==> src/rtl/fan_tach_pkg.sv <==
package fan_tach_pkg;

  // Register field selector, the low two address bits.
  typedef enum logic [1:0] {
    FLD_COUNT = 2'd0,
    FLD_LIMIT = 2'd1,
    FLD_ALARM = 2'd2,
    FLD_RSVD  = 2'd3
  } tach_field_e;

  // Sticky alarm pair; packing order gives bit1 = stall, bit0 = over limit.
  typedef struct packed {
    logic stall;
    logic over_limit;
  } tach_alarm_t;

endpackage

==> src/rtl/tach_prescaler.sv <==
module tach_prescaler #(
  parameter int DIV = 4
) (
  input  logic clk,
  input  logic rst_n,
  output logic tick_o
);
  generate
    if (DIV > 1) begin : g_div
      localparam int DW = $clog2(DIV);
      logic [DW-1:0] cnt_q;

      always_ff @(posedge clk) begin
        if (!rst_n)                     cnt_q <= '0;
        else if (cnt_q == DW'(DIV - 1)) cnt_q <= '0;
        else                            cnt_q <= cnt_q + 1'b1;
      end

      assign tick_o = (cnt_q == DW'(DIV - 1));

      AST_TICK_SPACING: assert property (@(posedge clk) disable iff (!rst_n)
        tick_o |=> !tick_o);
    end else begin : g_pass
      assign tick_o = 1'b1;
    end
  endgenerate
endmodule

==> src/rtl/tach_sync.sv <==
module tach_sync (
  input  logic clk,
  input  logic rst_n,
  input  logic pin_i,
  output logic rise_o
);
  // Two stages for metastability, a third for the previous value.
  logic [2:0] sh_q;

  always_ff @(posedge clk) begin
    if (!rst_n) sh_q <= '0;
    else        sh_q <= {sh_q[1:0], pin_i};
  end

  assign rise_o = sh_q[1] & ~sh_q[2];
endmodule

==> src/rtl/tach_channel.sv <==
module tach_channel
  import fan_tach_pkg::*;
#(
  parameter int CNT_W = 12
) (
  input  logic             clk,
  input  logic             rst_n,
  input  logic             tick_i,
  input  logic             rise_i,
  input  logic [CNT_W-1:0] limit_i,
  input  logic [1:0]       clr_i,
  output logic [CNT_W-1:0] count_o,
  output tach_alarm_t      alarm_o
);
  localparam logic [CNT_W-1:0] FULL = {CNT_W{1'b1}};

  logic             armed_q;   // a revolution is being timed
  logic             half_q;    // one mid-revolution edge already seen
  logic [CNT_W-1:0] acc_q;     // running tick count
  logic [CNT_W-1:0] cap_q;     // last captured result
  tach_alarm_t      alm_q;

  logic             cap_ev, stall_ev;
  logic [CNT_W-1:0] acc_inc;

  always_comb begin
    acc_inc  = (acc_q == FULL) ? FULL : acc_q + CNT_W'(tick_i);
    cap_ev   = armed_q && rise_i && half_q;
    stall_ev = armed_q && !rise_i && (acc_q == FULL);
  end

  always_ff @(posedge clk) begin
    if (!rst_n) begin
      armed_q <= 1'b0;
      half_q  <= 1'b0;
      acc_q   <= '0;
      cap_q   <= '0;
    end else if (!armed_q) begin
      if (rise_i) begin
        armed_q <= 1'b1;
        half_q  <= 1'b0;
        acc_q   <= CNT_W'(tick_i);
      end
    end else if (rise_i) begin
      if (half_q) begin
        cap_q  <= acc_q;            // tick of this cycle belongs to next rev
        half_q <= 1'b0;
        acc_q  <= CNT_W'(tick_i);
      end else begin
        half_q <= 1'b1;
        acc_q  <= acc_inc;
      end
    end else if (acc_q == FULL) begin
      cap_q   <= FULL;
      armed_q <= 1'b0;
      half_q  <= 1'b0;
      acc_q   <= '0;
    end else begin
      acc_q <= acc_inc;
    end
  end

  // Sticky alarms: a new event wins over a clear in the same cycle.
  logic over_set;
  assign over_set = (cap_ev && (acc_q > limit_i)) || (stall_ev && (FULL > limit_i));

  always_ff @(posedge clk) begin
    if (!rst_n) begin
      alm_q <= '0;
    end else begin
      alm_q.over_limit <= over_set | (alm_q.over_limit & ~clr_i[0]);
      alm_q.stall      <= stall_ev | (alm_q.stall & ~clr_i[1]);
    end
  end

  assign count_o = cap_q;
  assign alarm_o = alm_q;

  AST_STALL_FULL: assert property (@(posedge clk) disable iff (!rst_n)
    $rose(alm_q.stall) |-> (cap_q == FULL));
  AST_OVER_STRICT: assert property (@(posedge clk) disable iff (!rst_n)
    $rose(alm_q.over_limit) |-> (cap_q > $past(limit_i)));
  AST_OVER_STICKY: assert property (@(posedge clk) disable iff (!rst_n)
    (alm_q.over_limit && !clr_i[0]) |=> alm_q.over_limit);
  AST_STALL_STICKY: assert property (@(posedge clk) disable iff (!rst_n)
    (alm_q.stall && !clr_i[1]) |=> alm_q.stall);
endmodule

==> src/rtl/fan_tach_monitor.sv <==
module fan_tach_monitor
  import fan_tach_pkg::*;
#(
  parameter int NUM_FANS = 3,
  parameter int CNT_W    = 12,
  parameter int PRESCALE = 4000,   // ~25 kHz ticks from 100 MHz
  localparam int CH_W    = (NUM_FANS > 1) ? $clog2(NUM_FANS) : 1,
  localparam int ADDR_W  = CH_W + 2
) (
  input  logic                clk,
  input  logic                rst_n,
  input  logic [NUM_FANS-1:0] tach_i,
  input  logic [ADDR_W-1:0]   reg_addr,
  input  logic                reg_wr,
  input  logic [CNT_W-1:0]    reg_wdata,
  output logic [CNT_W-1:0]    reg_rdata,
  output logic [NUM_FANS-1:0] alarm_o
);
  logic             tick;
  logic [CNT_W-1:0] cnt_w   [NUM_FANS];
  logic [CNT_W-1:0] limit_q [NUM_FANS];
  tach_alarm_t      alm_w   [NUM_FANS];

  tach_prescaler #(.DIV(PRESCALE)) u_presc (
    .clk(clk), .rst_n(rst_n), .tick_o(tick)
  );

  generate
    for (genvar c = 0; c < NUM_FANS; c++) begin : g_fan
      localparam logic [ADDR_W-1:0] A_LIM = ADDR_W'(c * 4 + 1);
      localparam logic [ADDR_W-1:0] A_ALM = ADDR_W'(c * 4 + 2);
      logic       rise;
      logic [1:0] clr;

      tach_sync u_sync (
        .clk(clk), .rst_n(rst_n), .pin_i(tach_i[c]), .rise_o(rise)
      );

      always_ff @(posedge clk) begin
        if (!rst_n)                            limit_q[c] <= '1;
        else if (reg_wr && reg_addr == A_LIM)  limit_q[c] <= reg_wdata;
      end

      assign clr = (reg_wr && reg_addr == A_ALM) ? reg_wdata[1:0] : 2'b00;

      tach_channel #(.CNT_W(CNT_W)) u_chan (
        .clk(clk), .rst_n(rst_n), .tick_i(tick), .rise_i(rise),
        .limit_i(limit_q[c]), .clr_i(clr),
        .count_o(cnt_w[c]), .alarm_o(alm_w[c])
      );

      assign alarm_o[c] = alm_w[c].stall | alm_w[c].over_limit;
    end
  endgenerate

  logic [CH_W-1:0] sel_ch;
  tach_field_e     sel_fld;

  always_comb begin
    sel_ch    = reg_addr[ADDR_W-1:2];
    sel_fld   = tach_field_e'(reg_addr[1:0]);
    reg_rdata = '0;
    if (int'(sel_ch) < NUM_FANS) begin
      case (sel_fld)
        FLD_COUNT: reg_rdata = cnt_w[sel_ch];
        FLD_LIMIT: reg_rdata = limit_q[sel_ch];
        FLD_ALARM: reg_rdata = CNT_W'({alm_w[sel_ch].stall, alm_w[sel_ch].over_limit});
        default:   reg_rdata = '0;
      endcase
    end
  end
endmodule

==> config.mk <==
export PLATFORM = sky130hd
export DESIGN_NAME = fan_tach_monitor
export DESIGN_NICKNAME = d
export VERILOG_FILES = /design/src/rtl/fan_tach_pkg.sv /design/src/rtl/tach_prescaler.sv /design/src/rtl/tach_sync.sv /design/src/rtl/tach_channel.sv /design/src/rtl/fan_tach_monitor.sv
export SDC_FILE = /design/constraint.sdc
export NUM_CORES = 1
export LEC_CHECK = 0
export BUFFER_PORTS_ARGS = -buffer_cell sky130_fd_sc_hd__buf_2
export CAP_MARGIN = 20
export CORE_AREA = 5 5 131 133
export CTS_CLUSTER_DIAMETER = 30
export DETAILED_ROUTE_END_ITERATION = 6
export DIE_AREA = 0 0 136 138
export PLACE_DENSITY = 0.67
export SLEW_MARGIN = 15
export SYNTH_ARGS = -nofsm -noshare
export SYNTH_HDL_FRONTEND = slang
export SYNTH_SLANG_ARGS = --single-unit
==> constraint.sdc <==
create_clock -name clk -period 3.5 [get_ports clk]
set_input_delay 0.35 -clock clk [delete_from_list [all_inputs] [get_ports clk]]
set_output_delay 0.35 -clock clk [all_outputs]
set_load 0.005 [all_outputs]
==> summary.md, run 1 <==
| Metric | Value |
|---|---|
| Status | finished clean |
| Die Y | 138 µm |
| Total leakage power | 3.38 nW |
| Initial antenna violation count | 0 |
| Synth area leaders | dfxtp_1 (27%), edfxtp_1 (14%), ha_1 (6.9%) |
| Top_reg_cell synth | dfxtp_1 |
| Hold Fails Final Rpt | 0 |
| Register area share after synthesis | 0.408 |
| Most common cell on crit path | ha_1 |
| Io pins | 37 |
| RePlAce Congestion | 0.846 |
| WHS Path Cells | 2 |
| Setup TNS | 0 ns |
| Number of synthesized flops with an enable pin | 36 |
| Vias per cell | 5.93 |
| Post-Synthesis Cells | 889 |
| Net Count, Synth | 954 |
| Setup Viol. Count Final | 0 |
| FF-to-FF Start | u_presc.g_div.cnt_q[0] |
| Reg clk slew, reported paths | 0.06 ns |
| Total global routing overflow | 0 |
| Layout cell share with drive strength beyond 1 | 0.132 |
| TritonCTS Sinks | 141 |
| Area Overhead vs Synth | 11.4% |
| Area of the multi-input gates | 4190 µm² |
| Syn avg cell area | 8.78 µm² |
| Flop pwr share | 0.464 |
| Fill count | 1420 |
| Post-route DRC | 0 |
| Total wire length | 20500 µm |
| Core box area | 15700 µm² |
| Ys async rst share | 0 |
| 1st-iter DRT viols | 760 |
| First-pass GRT wire length | 33400 µm |
| Internal Dissipation | 2.87 mW |
| Worst skew pair latency | 0.43 ns |
| CP required | 3.81 ns |
| RSZ-0062 raised after global routing | false |
| Worst R2R End | g_fan[2].u_chan.acc_q[11] |
| CTS root buffer | clkbuf_16 |
| Hold EP | g_fan[2].u_sync.sh_q[0] |
| WL/cell | 18.1 µm |
| Post-synthesis register bit count | 141 |
| Hold-fix buffers, CTS | 0 |
| Largest net degree at the start of global routing | 63 |
| Dominant cell by count in the synthesized netlist | dfxtp_1 |
| Antenna-violating nets left | 0 |
| Synth unique cells | 65 |
| Yosys warns | 0 |
| Vias in the first global route | 6210 |
| Row count | 46 |
| Net Switching | 0.899 mW |
| Worst Min Path Start | tach_i[2] |
| TritonCTS clock tree | built |
| Clock power frac | 0.470 |
| Die area | 18800 µm² |
| Crit-path cells | ha_1, nand4_1, nor3_1, buf_4, ha_1, inv_1, or4_1, nor2_1, o21ai_0, a22o_1 |
| # resized after CTS | 0 |
| Cts bufs inserted | 17 |
| Synth top area share | 0.269 |
| Skew final | 0.00642 ns |
| Routed vias | 6712 |
| Part of the power in combinational logic | 0.065 |
| Least-Margin Pin Slew | 0.938 ns |
| TritonRoute pass-1 iters | 5 |
| Hold WC Path Type | primary input to flop |
| Maximum VDD drop | 0.000331 V |
| FMAX | 362 MHz |
| Setup Buffers After CTS | 0 |
| Crit-path max FO | 7 |
| Initial core utilization | 0.497 |
| Chip Width | 136 µm |
| R2R depth | 10 |
| H-tree Lvls | 4 |
| Slew HR | 0.373 |
| Final Cycle Share | 0.789 |
| Min Tclk post-route | 2.76 ns |
| Post-Layout Inst Area | 8700 µm² |
| Leading area contributor after synthesis | dfxtp_1 |
| Power per cell area | 433 nW/µm² |
| Crit path DAT | 3.08 ns |
| Slowest stage cell, crit path | or4_1 |
| Longest Clk Path Bufs | 2 |
| Diodes inserted | 0 |
| Global router's overall resource usage | 0.222 |
| Placement Cell Area | 8110 µm² |
| Setup CP Type | flop to flop |
| Startpoint type of the worst setup path | flop |
| CP max stage delay | 0.60 ns |
| Layout Nets | 968 |
| Crit end category | flop |
| Post-Syn Area | 7800 µm² |
| Reg area | 3180 µm² |
| Max Slew Vio Count | 0 |
| I/O Buffers | 36 |
| Switching portion of total power | 0.239 |
| Post-DP HPWL | 14700 µm |
| Top cells by count, synth | dfxtp_1 (105), o21ai_0 (83), a21oi_1 (77) |
| Max_cap viols | 0 |
| Reg2Reg Setup Slack | 0.74 ns |
## power groups by stage
stage | Combinational (mW) | Sequential [mW] | Clock (mW)
finish | 0.247 | 1.75 | 1.77
global route | 0.275 | 1.75 | 1.88
CTS | 0.245 | 1.75 | 1.80
detailed placement | 0.244 | 1.78 | 0
global placement | 0.242 | 1.78 | 0
floorplan | 0.173 | 1.76 | 0
## cell type report
| class | instances | share of cell area |
|---|---|---|
| multi-input cells | 640 | 0.482 |
| flip-flops and latches | 141 | 0.366 |
| clock buffers | 23 | 0.0576 |
| well taps | 216 | 0.0311 |
| repair buffers | 47 | 0.0299 |
| inverters | 56 | 0.0242 |
| clock inverters | 9 | 0.00950 |
## metrics by stage
stage	total power, mW	hold slack, ns	util	setup WS (ns)	instances
CTS	3.79	0.117	0.553	0.729	1132
detailed placement	2.03	0.423	0.516	0.742	1100
global placement	2.02	0.415	0.516	0.863	1099
floorplan	1.93	0.412	-	0.752	889
global route	3.91	0.137	0.553	0.565	1132
finish	3.77	0.130	0.553	0.737	1132
## sequential cells by signal, summed over array words and instances (netlist names)
| signal | flops |
|---|---|
| g_fan.u_sync.sh_q | 9 |
| g_fan.u_chan.count_o | 36 |
| g_fan.u_chan.half_q | 3 |
| g_fan.u_chan.acc_q | 36 |
| g_fan.u_chan.alarm_o | 6 |
| limit_q | 36 |
| g_fan.u_chan.armed_q | 3 |
| u_presc.g_div.cnt_q | 12 |
## cells in the final DEF (no fill, tap or decap), drive strengths merged, types with 5 or more instances in the layout
cell | Yosys | layout
o211ai | 8 | 8
edfxtp | 36 | 36
nand2 | 40 | 40
mux2i | 26 | 26
clkbuf | 34 | 23
and4 | 8 | 8
or2 | 5 | 5
nor2b | 8 | 8
a211oi | 26 | 26
buf | 18 | 47
nand2b | 9 | 9
nor3 | 16 | 16
dfxtp | 105 | 105
and3 | 6 | 6
a22o | 6 | 6
nand4 | 34 | 34
xnor2 | 5 | 5
a21oi | 77 | 77
ha | 43 | 43
and2 | 12 | 12
a21boi | 5 | 5
o221a | 24 | 24
or3 | 38 | 38
nand3 | 41 | 41
o21ai | 88 | 88
nor2 | 69 | 69
inv | 56 | 57
## worst max path at each step
stage	from	end	slack (ns)	depth (start not counted)
floorplan	u_presc.g_div.cnt_q[0]	g_fan[2].u_chan.acc_q[11]	0.75	9
global placement	u_presc.g_div.cnt_q[0]	g_fan[2].u_chan.acc_q[11]	0.86	10
detailed placement	u_presc.g_div.cnt_q[0]	g_fan[2].u_chan.acc_q[11]	0.74	10
CTS	u_presc.g_div.cnt_q[0]	g_fan[2].u_chan.acc_q[11]	0.73	10
global route	u_presc.g_div.cnt_q[0]	g_fan[2].u_chan.acc_q[11]	0.57	10
finish	u_presc.g_div.cnt_q[0]	g_fan[2].u_chan.acc_q[11]	0.74	10
## cell families (layout without fill, tap and decap cells)
family | Yosys count | in the layout | synth area share
flops | 141 | 141 | 0.408
buf+inv | 108 | 135 | 0.0559
mux | 26 | 26 | 0.0333
simple gates | 302 | 302 | 0.210
xor+xnor | 9 | 9 | 0.0101
compound gates | 260 | 260 | 0.214
fa+ha+maj | 43 | 43 | 0.0689
## per-layer routing
| metal | up-vias | global-route usage | routed length [µm] |
|---|---|---|---|
| met2 | 188 | 0.338 | 9480 |
| met4 | 0 | 0.0854 | 508 |
| li1 | 3314 | - | - |
| met3 | 34 | 0.0359 | 863 |
| met5 | - | 0 | 0 |
| met1 | 3176 | 0.314 | 9670 |
## worst max-delay path: cells and delay by family (launching register included)
family / cells / cell delay (ns)
AND/OR/NAND/NOR: 4 / 1.16
adder cells (fa/ha/maj): 2 / 0.51
flip-flops: 1 / 0.37
AO/OA/AOI/OAI: 2 / 0.32
buffers and inverters: 2 / 0.30
Note: power is estimated with default switching activity, not from simulation.
==> run 2: changes to the inputs <==
- clock period: 3.5 -> 2.9 ns (I/O delays scaled with it)
==> summary.md, run 2 (same netlist as run 1, synthesis figures left out) <==
| Metric | Value |
|---|---|
| Total leakage power | 3.46 nW |
| Setup Viol. Count Final | 0 |
| Total wire length | 20500 µm |
| Total global routing overflow | 0 |
| Max_cap viols | 0 |
| Dpl ws | 0.185 ns |
| Min Tclk post-route | 2.67 ns |
| Cells after DPL | 1115 |
| Row count | 46 |
| Global router's overall resource usage | 0.219 |
| Layout Nets | 987 |
| Crit path DAT | 2.99 ns |
| Initial antenna violation count | 0 |
| RePlAce Congestion | 0.877 |
| Status | finished clean |
| Final Non-Filler Cells | 1151 |
| Maximum VDD drop | 0.000400 V |
| Commonest cells after routing, fill and taps aside | dfxtp_1 (105), o21ai_0 (83), a21oi_1 (76) |
| Core box area | 15700 µm² |
| Die Y | 138 µm |
| TritonCTS Sinks | 141 |
| 1st-iter DRT viols | 729 |
| Antenna-violating nets left | 0 |
| Chip Width | 136 µm |
| Post-DP HPWL | 14900 µm |
| Startpoint type of the worst setup path | flop |
| Longest Clk Path Bufs | 2 |
| Diodes inserted | 0 |
| WL/cell | 17.8 µm |
| Largest net degree at the start of global routing | 34 |
| Crit-path max FO | 7 |
| CP required | 3.22 ns |
| Crit end category | flop |
| Power per cell area | 518 nW/µm² |
| Post-route DRC | 0 |
| Die area | 18800 µm² |
| Hold Fails Final Rpt | 0 |
| Vias per cell | 5.87 |
| Fill count | 1404 |
| I/O Buffers | 36 |
| Io pins | 37 |
| TritonCTS clock tree | built |
| Hold WC Path Type | primary input to flop |
| Routed vias | 6760 |
| Least-Margin Pin Slew | 0.837 ns |
| TritonRoute pass-1 iters | 5 |
| FMAX | 375 MHz |
| H-tree Lvls | 4 |
| Initial core utilization | 0.497 |
| Hold-fix buffers, CTS | 0 |
| Vias in the first global route | 6104 |
| Slew HR | 0.441 |
| CTS root buffer | clkbuf_16 |
| Layout cell share with drive strength beyond 1 | 0.151 |
| Max Slew Vio Count | 0 |
| Reg clk slew, reported paths | 0.06 ns |
| RSZ-0062 raised after global routing | false |
| Worst skew pair latency | 0.43 ns |
| Setup CP Type | flop to flop |
| Final Cycle Share | 0.920 |
| Setup TNS | 0 ns |
| First-pass GRT wire length | 32900 µm |
| Skew final | 0.00840 ns |
| Most common cell after layout, fill and taps aside | dfxtp_1 |
| Setup ws final | 0.231 ns |
| Cts bufs inserted | 17 |
| Area Overhead vs Synth | 13.4% |
[run 2: changes by cell type in the layout (fill, tap and decap cells not counted), moves of 3 or more]
cell	before	now
buf_4	10	30
clkbuf_8	3	0
inv_6	0	3
clkinv_2	3	0
clkinv_4	1	5
[run 2: cell type report]
type / instances / area, µm² / share of cell area
multi-input combinational: 640 / 4190 / 0.474
sequential: 141 / 3180 / 0.360
tap: 216 / 270 / 0.0305
timing repair buffer: 66 / 405 / 0.0458
inverter: 56 / 210 / 0.0238
clock buffer: 17 / 425 / 0.0481
clock inverter: 15 / 164 / 0.0185
[run 2: timing repair]
item	CTS	global route
buffers inserted	0	4
endpoints found under the setup margin	0	3
gates resized for setup	0	1
[run 2: final timing paths]
check	from	depth (start not counted)	to	slack, ns
worst min register to register	g_fan[2].u_sync.sh_q[0]	1	g_fan[2].u_sync.sh_q[1]	0.43
worst max register to register	u_presc.g_div.cnt_q[0]	10	g_fan[2].u_chan.acc_q[11]	0.23
worst max-delay path	u_presc.g_div.cnt_q[0]	10	g_fan[2].u_chan.acc_q[11]	0.23
worst min-delay path	tach_i[1]	2	g_fan[1].u_sync.sh_q[0]	0.07
[run 2: per-stage QoR]
stage          area, µm²  utilization  total power [mW]  hold WS (ns)
2_1_floorplan       7800            -              2.33         0.412
3_3_place_gp        8220        0.523              2.45         0.423
3_5_place_dp        8220        0.523              2.45         0.419
4_1_cts             8810        0.561              4.61        0.0561
5_1_grt             8850        0.563              4.74        0.0679
6_report            8850        0.563              4.58        0.0698
[run 2: worst max-delay path: stages (launching register included)]
cell     delay [ns]
dfxtp_1        0.37
ha_1           0.23
nand4_1        0.18
nor3_1         0.23
buf_4          0.22
ha_2           0.26
inv_1          0.07
or4_1          0.59
nor2_1         0.11
o21ai_0        0.07
a22o_1         0.24
[run 2: routing by layer]
layer / GRT usage / wire length, µm / vias to the layer above
met4: 0.0881 / 641 / 0
met2: 0.324 / 9090 / 231
met5: 0 / 0 / -
met1: 0.317 / 9620 / 3124
li1: - / - / 3356
met3: 0.0377 / 1170 / 49
[run 2: power by group]
part	leakage, nW	switching [mW]	internal [mW]
combinational	1.98	0.192	0.107
clock	0.274	0.896	1.28
sequential	1.21	0.0539	2.06
